--- src/rtl/lbl_pkg.sv ---
package lbl_pkg;

  typedef enum logic [1:0] {
    KIND_NONE  = 2'd0,
    KIND_HI    = 2'd1,
    KIND_LO    = 2'd2,
    KIND_SHORT = 2'd3
  } br_kind_e;

  localparam int OPC_W = 5;
  localparam logic [OPC_W-1:0] OPC_SHORT = 5'b11100;
  localparam logic [OPC_W-1:0] OPC_HI    = 5'b11110;
  localparam logic [OPC_W-1:0] OPC_LO    = 5'b11111;

endpackage

--- src/rtl/lbl_decode.sv ---
module lbl_decode
  import lbl_pkg::*;
#(
  parameter int INSN_W = 16,
  parameter int OFF_W  = 11
) (
  input  logic [INSN_W-1:0] insn,
  output br_kind_e          kind,
  output logic [OFF_W-1:0]  off
);

  logic [OPC_W-1:0] opc;

  assign opc = insn[INSN_W-1 -: OPC_W];
  assign off = insn[OFF_W-1:0];

  always_comb begin
    unique case (opc)
      OPC_HI:    kind = KIND_HI;
      OPC_LO:    kind = KIND_LO;
      OPC_SHORT: kind = KIND_SHORT;
      default:   kind = KIND_NONE;
    endcase
  end

endmodule

--- src/rtl/lbl_target_calc.sv ---
module lbl_target_calc
  import lbl_pkg::*;
#(
  parameter int ADDR_W = 32,
  parameter int OFF_W  = 11
) (
  input  br_kind_e          kind,
  input  logic [OFF_W-1:0]  off,
  input  logic [ADDR_W-1:0] pc,
  input  logic [ADDR_W-1:0] lr,
  output logic [ADDR_W-1:0] nxt_pc,
  output logic [ADDR_W-1:0] nxt_lr,
  output logic              nxt_lr_we,
  output logic              nxt_taken
);

  localparam int HI_SH = OFF_W + 1;
  localparam logic [ADDR_W-1:0] ONE = 1;
  localparam logic [ADDR_W-1:0] TWO = 2;

  logic [ADDR_W-1:0] off_sx, off_zx;
  logic [ADDR_W-1:0] hi_sum, lo_sum, short_sum, ret_addr, lr_even;

  assign off_sx    = {{(ADDR_W-OFF_W){off[OFF_W-1]}}, off};
  assign off_zx    = {{(ADDR_W-OFF_W){1'b0}}, off};
  assign lr_even   = {lr[ADDR_W-1:1], 1'b0};
  assign hi_sum    = pc + (off_sx << HI_SH);
  assign lo_sum    = lr_even + (off_zx << 1);
  assign short_sum = pc + (off_sx << 1);
  assign ret_addr  = (pc - TWO) | ONE;

  always_comb begin
    nxt_pc    = pc;
    nxt_lr    = lr;
    nxt_lr_we = 1'b0;
    nxt_taken = 1'b0;
    unique case (kind)
      KIND_HI: begin
        nxt_lr    = hi_sum;
        nxt_lr_we = 1'b1;
      end
      KIND_LO: begin
        nxt_pc    = lo_sum;
        nxt_lr    = ret_addr;
        nxt_lr_we = 1'b1;
        nxt_taken = 1'b1;
      end
      KIND_SHORT: begin
        nxt_pc    = short_sum;
        nxt_taken = 1'b1;
      end
      default: ;
    endcase
  end

endmodule

--- src/rtl/long_branch_link_unit.sv ---
module long_branch_link_unit
  import lbl_pkg::*;
#(
  parameter int ADDR_W = 32,
  parameter int INSN_W = 16,
  parameter int OFF_W  = 11
) (
  input  logic              clk,
  input  logic              rst,
  input  logic              in_valid,
  input  logic [INSN_W-1:0] in_insn,
  input  logic [ADDR_W-1:0] in_pc,
  input  logic [ADDR_W-1:0] in_lr,
  output logic              out_valid,
  output logic              out_taken,
  output logic [ADDR_W-1:0] out_pc,
  output logic              out_lr_we,
  output logic [ADDR_W-1:0] out_lr
);

  br_kind_e          kind;
  logic [OFF_W-1:0]  off;
  logic [ADDR_W-1:0] nxt_pc, nxt_lr;
  logic              nxt_lr_we, nxt_taken;

  lbl_decode #(.INSN_W(INSN_W), .OFF_W(OFF_W)) u_dec (
    .insn (in_insn),
    .kind (kind),
    .off  (off)
  );

  lbl_target_calc #(.ADDR_W(ADDR_W), .OFF_W(OFF_W)) u_calc (
    .kind      (kind),
    .off       (off),
    .pc        (in_pc),
    .lr        (in_lr),
    .nxt_pc    (nxt_pc),
    .nxt_lr    (nxt_lr),
    .nxt_lr_we (nxt_lr_we),
    .nxt_taken (nxt_taken)
  );

  always_ff @(posedge clk) begin
    if (rst) begin
      out_valid <= 1'b0;
      out_taken <= 1'b0;
      out_pc    <= '0;
      out_lr_we <= 1'b0;
      out_lr    <= '0;
    end else begin
      out_valid <= in_valid;
      out_taken <= in_valid & nxt_taken;
      out_lr_we <= in_valid & nxt_lr_we;
      if (in_valid) begin
        out_pc <= nxt_pc;
        out_lr <= nxt_lr;
      end
    end
  end

  logic [OPC_W-1:0] opc_chk;
  assign opc_chk = in_insn[INSN_W-1 -: OPC_W];

  assert_result_follows_R1: assert property (@(posedge clk) disable iff (rst)
    in_valid |=> out_valid);
  assert_no_spurious_result_R1: assert property (@(posedge clk) disable iff (rst)
    !in_valid |=> !out_valid);
  assert_prefix_no_redirect_R2: assert property (@(posedge clk) disable iff (rst)
    (in_valid && opc_chk == OPC_HI) |=> (!out_taken && out_lr_we && out_pc == $past(in_pc)));
  assert_suffix_marks_return_R4: assert property (@(posedge clk) disable iff (rst)
    (in_valid && opc_chk == OPC_LO) |=> (out_taken && out_lr_we && out_lr[0]));
  assert_short_keeps_link_R5: assert property (@(posedge clk) disable iff (rst)
    (in_valid && opc_chk == OPC_SHORT) |=> (out_taken && !out_lr_we && out_lr == $past(in_lr)));
  assert_taken_only_valid_R6: assert property (@(posedge clk) disable iff (rst)
    out_taken |-> out_valid);
  assert_other_no_effect_R7: assert property (@(posedge clk) disable iff (rst)
    (in_valid && opc_chk != OPC_HI && opc_chk != OPC_LO && opc_chk != OPC_SHORT)
    |=> (!out_taken && !out_lr_we && out_pc == $past(in_pc) && out_lr == $past(in_lr)));

endmodule

--- config.mk ---
export PLATFORM = sky130hd
export DESIGN_NAME = long_branch_link_unit
export DESIGN_NICKNAME = d
export VERILOG_FILES = /design/src/rtl/lbl_pkg.sv /design/src/rtl/lbl_decode.sv /design/src/rtl/lbl_target_calc.sv /design/src/rtl/long_branch_link_unit.sv
export SDC_FILE = /design/constraint.sdc
export NUM_CORES = 1
export LEC_CHECK = 0
export ABC_AREA = 1
export ABC_CLOCK_PERIOD_IN_PS = 3400
export BUFFER_PORTS_ARGS = -buffer_cell sky130_fd_sc_hd__buf_2
export CAP_MARGIN = 20
export CORE_MARGIN = 1.5
export CORE_UTILIZATION = 40
export DETAILED_ROUTE_END_ITERATION = 6
export PLACE_DENSITY_LB_ADDON = 0.25
export SLEW_MARGIN = 30
export SYNTH_ARGS = -nofsm -noshare
export SYNTH_HDL_FRONTEND = slang
export SYNTH_SLANG_ARGS = --single-unit
--- constraint.sdc ---
create_clock -name clk -period 3.4 [get_ports clk]
set_clock_uncertainty 0.15 [all_clocks]
set_input_delay 0.34 -clock clk [delete_from_list [all_inputs] [get_ports clk]]
set_output_delay 0.34 -clock clk [all_outputs]
set_load 0.1 [all_outputs]
==> results of run 1 <==
-- where the power goes --
group          leakage (nW)  internal [W]  switching, W
logic                  4.12      0.000356       0.00113
clock network         0.142      0.000574      0.000419
registers             0.555      0.000840     0.0000338
total                  4.81       0.00177       0.00159
-- cells by family after synthesis --
group                      Yosys count  synth area share (%)
buffers and inverters              233                 10.85
adders and majority gates           58                 8.987
xor gates and xnor gates             2                0.2104
and+or+nand+nor                    817                 42.68
DFF                                 67                 16.11
AOI/OAI and AO/OA                  324                 21.16
-- layer usage --
metal / vias up / wire length [um]
met5: - / 0
met4: 0 / 1830
met3: 101 / 3915
met2: 629 / 15170
met1: 4819 / 15970
li1: 5236 / -
-- worst min path at each step --
stage,slack (ns),to,startpoint
after floorplan,0.34,out_pc[1],in_pc[1]
after global placement,0.30,out_lr[7],out_lr[7]
after detailed placement,0.30,out_lr[29],out_lr[29]
after CTS,0.12,out_pc[0],in_pc[0]
after global routing,0.13,out_pc[0],in_pc[0]
final,0.11,out_pc[0],in_pc[0]
-- registers in the layout (all words and copies together) (netlist names) --
register,cells
out_valid,1
out_lr,32
out_taken,1
out_lr_we,1
out_pc,32
-- through the flow --
step / worst slack (ns) / power (W) / util [%]
after floorplan: 1.248 / 0.001945 / -
after CTS: 0.8980 / 0.003336 / 47.50
after global placement: 0.5004 / 0.002344 / 46.01
final: 0.8130 / 0.003356 / 47.50
after detailed placement: 0.5442 / 0.002348 / 46.01
after global routing: 0.6555 / 0.003514 / 47.50
-- layout make-up --
cell class	instances	share of cell area, %
Multi-Input combinational cell	1201	63.07
Sequential cell	67	13.91
Timing Repair Buffer	163	8.954
Inverter	191	7.436
Tap cell	270	3.504
Clock buffer	9	2.336
Clock inverter	7	0.7916
-- worst min-delay path, cell delays in order --
cell	delay, ns
buf_2	0.10
o21ai_0	0.07
a21oi_1	0.06
-- placed cells by master (no fill, tap or decap), drive strengths merged, types with 4 or more instances in the layout --
cell	count
nand2	414
inv	191
nor2	177
a21oi	171
nand3	165
buf	163
o21ai	111
dfxtp	67
ha	55
nand4	21
o211ai	19
nor3	15
or2	11
clkbuf	9
a21boi	7
nand3b	6
o221ai	4
clkinv	4
==> impl_metrics.env, run 1 <==
export IMPL_status="finished clean"
export IMPL_ios=150
export IMPL_grt_usage_pct=33.51
export IMPL_postCtsSetupRepairBufs=0
export IMPL_yosysSeqAreaShare_pct=16.11
export IMPL_initial_utilization_pct=41.01
export IMPL_worstPathCellList="buf_2 > inv_1 > fa_1 > inv_1 > nand3_1 > nand2_1 > nand2_1 > nand3_1 > nand2_1 > nand2_1 > nor2_1 > nor3b_1 > o21ai_0 > inv_1"
export IMPL_finalCritPeriodShare_pct=76.09
export IMPL_instances_no_fill=1908
export IMPL_tns_ns=0
export IMPL_leakagePower_nw=4.815
export IMPL_critPathBufInv=4
export IMPL_postCtsHoldBufs=0
export IMPL_antenna_found_initial=0
export IMPL_synth_top_area_share_pct=18.39
export IMPL_synth_common_cells="nand2_1, inv_1, a21oi_1, nor2_1, nand3_1"
export IMPL_hold_viol=0
export IMPL_r2r_start="out_pc[16]"
export IMPL_die_area_um2=21690
export IMPL_overflow=0
export IMPL_power_density_nw_per_um2=348.1
export IMPL_busiest_layer="met2"
export IMPL_end_kind="flip-flop"
export IMPL_num_nets_final=1774
export IMPL_areaGrowthSynthToFinish_pct=15.81
export IMPL_ys_types=51
export IMPL_max_freq_mhz=386.6
export IMPL_max_slew_margin_pct=52.33
export IMPL_clkLatencyLatePin_ns=0.35
export IMPL_critPathKind="input pin to flip-flop"
export IMPL_grt_max_degree=58
export IMPL_drt_total_wl_um=36890
export IMPL_rsz0062_at_grt="false"
export IMPL_synth_area_top_cells="nand2_1, dfxtp_1, a21oi_1"
export IMPL_regArea_um2=1341
export IMPL_design_area_um2=9642
export IMPL_first_global_vias=9570
export IMPL_r2r_setup_slack_ns=2.48
export IMPL_gp_congestion=0.9708
export IMPL_setup_viol=0
export IMPL_port_buffers=149
export IMPL_routedWlPerCell_um=19.33
export IMPL_grt_pass1_wl_um=55370
export IMPL_cts_made_buffers=9
export IMPL_crit_slowest_cell="fa_1"
export IMPL_cp_depth=14
export IMPL_dpl_cell_area_um2=9340
export IMPL_vdd_ir_drop_max_mv=0.2300
export IMPL_hold_path_class="input pin to flip-flop"
export IMPL_core_area_um2=20300
export IMPL_cts_root_buffer="clkbuf_16"
export IMPL_critPathMaxFanout=6
export IMPL_maxCapViolations=0
export IMPL_dpl_hpwl_um=29460
export IMPL_drt_iter0_drc=1228
export IMPL_setup_worst_path_end="out_pc[13]"
export IMPL_drive_gt1_share_pct=14.29
export IMPL_die_h_um=147.3
export IMPL_multi_input_area_um2=6081
export IMPL_r2r_end="out_pc[16]"
export IMPL_use_met1_pct=46.62
export IMPL_drc=0
export IMPL_fin_crit_ns=2.587
export IMPL_crit_arrival_ns=2.74
export IMPL_yosysTopAreaCell="nand2_1"
export IMPL_cp_top_family="simple AND/OR/NAND/NOR gates"
export IMPL_synth_warning_count=0
export IMPL_cp_required_ns=3.55
export IMPL_rows=52
export IMPL_start_kind="input pin"
export IMPL_dp_cells=1892
export IMPL_clk_pin_slew_ns=0.06
export IMPL_synth_seq_cells=67
export IMPL_clock_path_buffers=2
export IMPL_syn_area_um2=8325
export IMPL_vias=10790
export IMPL_hold_ws_ns=0.1147
export IMPL_diodes=0
export IMPL_fill_cells=2269
export IMPL_drtAntennaViolNets=0
export IMPL_htree_levels=3
export IMPL_viasPerCell=5.653
export IMPL_die_x_um=147.3
export IMPL_use_met2_pct=49.34
export IMPL_synth_nets=1642
export IMPL_avgSynthCellArea_um2=5.547
export IMPL_cts_tree="yes"
export IMPL_synth_edf_count=0
export IMPL_yosysMostFrequentCell="nand2_1"
export IMPL_reg2reg_depth=4
export IMPL_finalMaxSlewViolations=0
export IMPL_synthArstFlopShare_pct=0
export IMPL_use_met3_pct=6.460
export IMPL_drt_first_pass_iters=6
export IMPL_worst_pin_slew_ns=0.7140
export IMPL_synthFlopType="dfxtp_1"
export IMPL_crit_start="in_insn[1]"
export IMPL_cts_resized=0
export IMPL_cpPeakStageDelay_ns=0.44
export IMPL_holdPathStages=3
export IMPL_cpMostUsedCell="nand2_1"
export IMPL_postSynthCellCount=1501
export IMPL_clock_sinks=67
(Power assumes the default switching activity.)
==> inputs of run 2 (changes only) <==
--- a/config.mk
+++ b/config.mk
@@ -5,8 +5,8 @@
 export SDC_FILE = /design/constraint.sdc
 export NUM_CORES = 1
 export LEC_CHECK = 0
-export ABC_AREA = 1
-export ABC_CLOCK_PERIOD_IN_PS = 3400
+export ABC_AREA = 0
+export ABC_CLOCK_PERIOD_IN_PS = 2200
 export BUFFER_PORTS_ARGS = -buffer_cell sky130_fd_sc_hd__buf_2
 export CAP_MARGIN = 20
 export CORE_MARGIN = 1.5
==> constraint.sdc (replaced) <==
create_clock -name clk -period 2.2 [get_ports clk]
set_clock_uncertainty 0.15 [all_clocks]
set_input_delay 0.22 -clock clk [delete_from_list [all_inputs] [get_ports clk]]
set_output_delay 0.22 -clock clk [all_outputs]
set_load 0.1 [all_outputs]
==> run 2 against run 1 <==
  * The run now ends with negative setup slack left
  * Non-clock buffer count grew 257
  * Sequential power up 54%
  * Area after synthesis decreased by 15%
  * Critical path depth decreased by 2
  * Core utilization increased by 19 points
  * Highest routed layer unchanged
  * Hold slack got worse by 0.074 ns
  * Sequential share of layout area decreased by 2.3 points
  * Combinational power is 110% higher
  * Global-route usage increased by 0.45 points
  * Register-to-register slack lost 1.6 ns
==> impl_metrics.env, run 2 <==
export IMPL_status="finished, violations left"
export IMPL_violations="negative setup slack"
export IMPL_cts_tree="yes"
export IMPL_tns_ns=-3.054
export IMPL_grt_usage_pct=33.96
export IMPL_die_x_um=136.2
export IMPL_use_met3_pct=6.078
export IMPL_final_common_cell="buf_4"
export IMPL_synth_top_area_share_pct=18.91
export IMPL_fin_util_pct=66.99
export IMPL_clock_power_share_pct=23.3
export IMPL_leakagePower_nw=5.199
export IMPL_die_area_um2=18540
export IMPL_finalMaxSlewViolations=0
export IMPL_dp_cells=1540
export IMPL_synthFlopType="dfxtp_1"
export IMPL_hold_viol=0
export IMPL_first_global_vias=9130
export IMPL_num_nets_final=1486
export IMPL_synthArstFlopShare_pct=0
export IMPL_end_kind="flip-flop"
export IMPL_areaGrowthSynthToFinish_pct=63.36
export IMPL_maxCapViolations=0
export IMPL_drc=0
export IMPL_syn_area_um2=7093
export IMPL_drt_iter0_drc=781
export IMPL_max_slew_margin_pct=66.31
export IMPL_vdd_ir_drop_max_mv=0.3615
export IMPL_worst_pin_slew_ns=0.5088
export IMPL_drt_first_pass_iters=6
export IMPL_synth_edf_count=0
export IMPL_synth_area_top_cells="dfxtp_1, ha_1, nor2_1"
export IMPL_viasPerCell=6.032
export IMPL_synth_warning_count=0
export IMPL_ios=150
export IMPL_clock_sinks=67
export IMPL_yosysTopAreaCell="dfxtp_1"
export IMPL_synth_nets=1112
export IMPL_cts_made_buffers=9
export IMPL_htree_levels=3
export IMPL_clkLatencyLatePin_ns=0.34
export IMPL_grt_max_degree=49
export IMPL_use_met2_pct=59.32
export IMPL_antenna_found_initial=0
export IMPL_synth_seq_cells=67
export IMPL_switching_share_pct=44.23
export IMPL_p_sw_w=0.002584
export IMPL_setup_viol=31
export IMPL_overflow=0
export IMPL_dpl_hpwl_um=24080
export IMPL_drive_gt1_share_pct=45.59
export IMPL_yosysMostFrequentCell="nor2_1"
export IMPL_vias=9501
export IMPL_final_cell_mix="buf_4, nor2_1, buf_2, dfxtp_1, nand2_1"
export IMPL_power_frac_seq_pct=23.2
export IMPL_routedWlPerCell_um=20.53
export IMPL_crit_arrival_ns=2.53
export IMPL_fin_crit_ns=2.449
export IMPL_r2r_setup_slack_ns=0.86
export IMPL_busiest_layer="met2"
export IMPL_core_area_um2=17300
export IMPL_ys_types=73
export IMPL_yosysSeqAreaShare_pct=18.91
export IMPL_crit_slowest_cell="a221o_1"
export IMPL_synth_common_cells="nor2_1, nand2_1, a21oi_1, dfxtp_1, ha_1"
export IMPL_gp_congestion=0.9664
export IMPL_cp_required_ns=2.28
export IMPL_max_freq_mhz=408.3
export IMPL_rsz0062_at_grt="true"
export IMPL_avgSynthCellArea_um2=7.305
export IMPL_drtAntennaViolNets=0
export IMPL_rows=48
export IMPL_start_kind="input pin"
export IMPL_hold_path_class="input pin to flip-flop"
export IMPL_critPathKind="input pin to flip-flop"
export IMPL_p_int_w=0.003258
export IMPL_critPathMaxFanout=3
export IMPL_comb_power_share_pct=53.5
export IMPL_worstPathCellList="buf_8 > ha_4 > buf_4 > a211oi_4 > o211ai_1 > a21boi_1 > o21ai_2 > buf_6 > a31oi_4 > xnor2_1 > a221o_1 > o31a_1"
export IMPL_instances_no_fill=1575
export IMPL_clk_pin_slew_ns=0.06
export IMPL_use_met1_pct=37.82
export IMPL_port_buffers=149
export IMPL_cpPeakStageDelay_ns=0.39
export IMPL_die_h_um=136.2
export IMPL_clock_path_buffers=2
export IMPL_setup_slack_ns=-0.2493
export IMPL_grt_pass1_wl_um=48360
export IMPL_cts_root_buffer="clkbuf_16"
export IMPL_postSynthCellCount=971
export IMPL_hold_ws_ns=0.04109
export IMPL_finalCritPeriodShare_pct=111.3
export IMPL_largestRegisters="out_lr (32), out_pc (32)"
export IMPL_drt_total_wl_um=32330
export IMPL_power_density_nw_per_um2=504.2
export IMPL_initial_utilization_pct=41.01
## run 2: changes by cell type after synthesis, sizes merged, moves of 20 or more
cell,change
xor2,+25
clkbuf,+20
nor2,-39
a221oi,+32
a211oi,+21
xnor2,+48
o21ai,-68
a21oi,-104
nand2,-340
nor3,+26
nand3,-143
inv,-160
## run 2: power groups by stage
stage | clock network (W) | logic [W] | registers (W)
floorplan | 0 | 0.00111 | 0.00200
global placement | 0 | 0.00275 | 0.00138
detailed placement | 0 | 0.00278 | 0.00138
CTS | 0.00137 | 0.00297 | 0.00135
global route | 0.00140 | 0.00331 | 0.00136
finish | 0.00136 | 0.00313 | 0.00135
## run 2: what timing repair did
item,CTS,global route
pin swaps,98,49
resized for setup,117,76
hold buffers,0,0
buffers inserted,13,11
endpoints found under the setup margin,41,42
## run 2: final timing paths
path	from	to	cells past startpoint
max reg2reg	out_pc[28]	out_pc[28]	4
max	in_pc[1]	out_pc[16]	12
min reg2reg	out_pc[0]	out_pc[0]	2
min	in_pc[0]	out_pc[0]	3
## run 2: kinds of logic after synthesis
logic type / share of synthesized area [%]
AO/OA/AOI/OAI: 28.89
XOR/XNOR: 9.261
adder cells (fa/ha/maj): 10.55
buffers and inverters: 4.586
flip-flops: 18.91
multiplexers: 2.187
AND/OR/NAND/NOR: 25.61
## run 2: routing by layer
layer,wire (um),vias up
met5,0,-
met4,2438,0
met3,2375,180
met2,15530,502
met1,11980,4448
li1,-,4371
## run 2: layout make-up
type / instances / area, um2
antenna: 1 / 2.502
clock buffer: 10 / 229.0
clock inverter: 5 / 31.28
fill: 1464 / 5709
inverter: 29 / 131.4
multi-input combinational: 818 / 6554
sequential: 67 / 1341
tap: 225 / 281.5
timing repair buffer: 420 / 3017
## run 2: stage by stage
step	cell area (um2)	total power, W	setup slack, ns
after floorplan	7508	0.003110	-0.3502
after global placement	10270	0.004133	-0.7251
after detailed placement	10270	0.004157	-0.7787
after CTS	11120	0.005690	-0.1415
after global routing	11580	0.006068	-0.3435
final	11590	0.005842	-0.2493
## run 2: worst max-delay path: cells and delay by family
family / cells / cell delay (ns)
adder cells (fa/ha/maj): 1 / 0.16
AO/OA/AOI/OAI: 7 / 1.69
XOR/XNOR: 1 / 0.08
buffers and inverters: 3 / 0.39
==> inputs of run 3 (changes only) <==
--- a/config.mk
+++ b/config.mk
@@ -11,8 +11,10 @@
 export CAP_MARGIN = 20
 export CORE_MARGIN = 1.5
 export CORE_UTILIZATION = 40
+export CTS_BUF_LIST = sky130_fd_sc_hd__clkbuf_4 sky130_fd_sc_hd__clkbuf_8 sky130_fd_sc_hd__clkbuf_16
 export DETAILED_ROUTE_END_ITERATION = 6
 export PLACE_DENSITY_LB_ADDON = 0.25
+export SKIP_CTS_REPAIR_TIMING = 1
 export SLEW_MARGIN = 30
 export SYNTH_ARGS = -nofsm -noshare
 export SYNTH_HDL_FRONTEND = slang
==> run 3 against run 2 <==
  * The flow still finishes with violations (negative setup slack)
  * Final cell count shrank 0.57%
  * Via count shrank 0.62%
  * Flip-flop and latch count is the same
  * Critical path type unchanged
  * Sequential power is essentially flat
  * Global-route usage shrank 1.1 points
  * Highest routed layer unchanged
==> impl_metrics.env, run 3 (synthesis gave the netlist of run 2 again) <==
export IMPL_cts_tree="yes"
export IMPL_overflow=0
export IMPL_fin_crit_ns=2.409
export IMPL_die_x_um=136.2
export IMPL_dpl_hpwl_um=24080
export IMPL_r2r_setup_slack_ns=0.86
export IMPL_rsz0062_at_grt="true"
export IMPL_clkLatencyLatePin_ns=0.35
export IMPL_r2r_start="out_pc[28]"
export IMPL_power_density_nw_per_um2=508.9
export IMPL_rows=48
export IMPL_vias=9442
export IMPL_grt_pass1_wl_um=46840
export IMPL_die_h_um=136.2
export IMPL_drt_iter0_drc=777
export IMPL_finalCritPeriodShare_pct=109.5
export IMPL_cts_root_buffer="clkbuf_16"
export IMPL_end_kind="flip-flop"
export IMPL_port_buffers=149
export IMPL_max_slew_margin_pct=66.69
export IMPL_viasPerCell=6.029
export IMPL_status="finished, violations left"
export IMPL_start_kind="input pin"
export IMPL_final_common_cell="buf_4"
export IMPL_ios=150
export IMPL_maxCapViolations=0
export IMPL_crit_arrival_ns=2.48
export IMPL_max_freq_mhz=415.0
export IMPL_leakagePower_nw=5.138
export IMPL_hold_viol=0
export IMPL_routedWlPerCell_um=20.58
export IMPL_drc=0
export IMPL_instances_no_fill=1566
export IMPL_dp_slack_ns=-0.7787
export IMPL_violations="negative setup slack"
export IMPL_finalMaxSlewViolations=0
export IMPL_critPathMaxFanout=4
export IMPL_cts_made_buffers=9
export IMPL_worst_pin_slew_ns=0.4945
export IMPL_cp_required_ns=2.27
export IMPL_core_area_um2=17300
export IMPL_vdd_ir_drop_max_mv=0.4039
export IMPL_die_area_um2=18540
export IMPL_dp_cells=1540
export IMPL_num_nets_final=1477
export IMPL_final_cell_mix="buf_4, nor2_1, buf_2, nand2_1, dfxtp_1"
export IMPL_clock_sinks=67
export IMPL_critPathKind="input pin to flip-flop"
export IMPL_drive_gt1_share_pct=45.07
export IMPL_clk_pin_slew_ns=0.06
export IMPL_areaGrowthSynthToFinish_pct=62.36
export IMPL_largestRegisters="out_lr (32), out_pc (32)"
export IMPL_gp_congestion=0.9664
export IMPL_drt_first_pass_iters=5
export IMPL_setup_slack_ns=-0.2095
export IMPL_total_power_w=0.005861
export IMPL_hold_ws_ns=0.03810
export IMPL_setup_worst_path_end="out_pc[31]"
export IMPL_r2r_end="out_pc[28]"
export IMPL_tns_ns=-3.578
export IMPL_reg2reg_depth=4
export IMPL_hold_path_class="input pin to flip-flop"
export IMPL_clock_path_buffers=2
export IMPL_drtAntennaViolNets=0
export IMPL_crit_start="in_pc[1]"
export IMPL_initial_utilization_pct=41.01
export IMPL_setup_viol=36
export IMPL_grt_max_degree=49
export IMPL_drt_total_wl_um=32220
export IMPL_antenna_found_initial=0
export IMPL_grt_usage_pct=32.83
export IMPL_htree_levels=3
export IMPL_first_global_vias=8892
==> run 3: critical path, stage by stage <==
cell and delay (ns):
buf_8 0.09, ha_4 0.16, inv_2 0.04, fa_2 0.35, nand2b_4 0.16, a21oi_4 0.19
o21ai_4 0.11, a2111oi_4 0.40, o2111ai_2 0.19, a21oi_2 0.27, mux2i_1 0.22, a211oi_1 0.08
==> run 3: power breakdown <==
group          internal, W  switching, W
Sequential         0.00130     0.0000527
Clock             0.000765      0.000607
Combinational      0.00120       0.00193
Total              0.00327       0.00259
==> run 3: metrics by stage <==
step	util [%]	area, um2
2_1_floorplan	-	7508
3_3_place_gp	59.35	10270
3_5_place_dp	59.35	10270
4_1_cts	60.88	10530
5_1_grt	66.57	11510
6_report	66.58	11520
==> run 3: final cells by class <==
cell class	instances	area [um2]
flip-flops and latches	67	1341
well taps	225	281.5
multi-input cells	818	6518
inverters	29	131.4
repair buffers	411	2978
fillers	1468	5781
clock inverters	5	31.28
diodes	1	2.502
clock buffers	10	232.7
==> run 3: worst min path at each step <==
stage | from | end | slack [ns] | cells past startpoint
3_5_place_dp | out_lr[17] | out_lr[17] | 0.30 | 2
2_1_floorplan | in_pc[1] | out_pc[1] | 0.23 | 2
3_3_place_gp | out_lr[18] | out_lr[18] | 0.30 | 2
6_report | in_pc[0] | out_pc[0] | 0.04 | 3
5_1_grt | in_pc[0] | out_pc[0] | 0.06 | 3
4_1_cts | in_pc[0] | out_pc[0] | 0.04 | 3
==> run 3: metal layers <==
layer	wire [um]	part of all wire, %	track usage, %	vias up
li1	-	-	-	4363
met1	11930	37	37.44	4443
met2	15750	49	57.52	485
met3	2308	7.2	4.884	151
met4	2233	6.9	20.09	0
met5	0	0	0	-
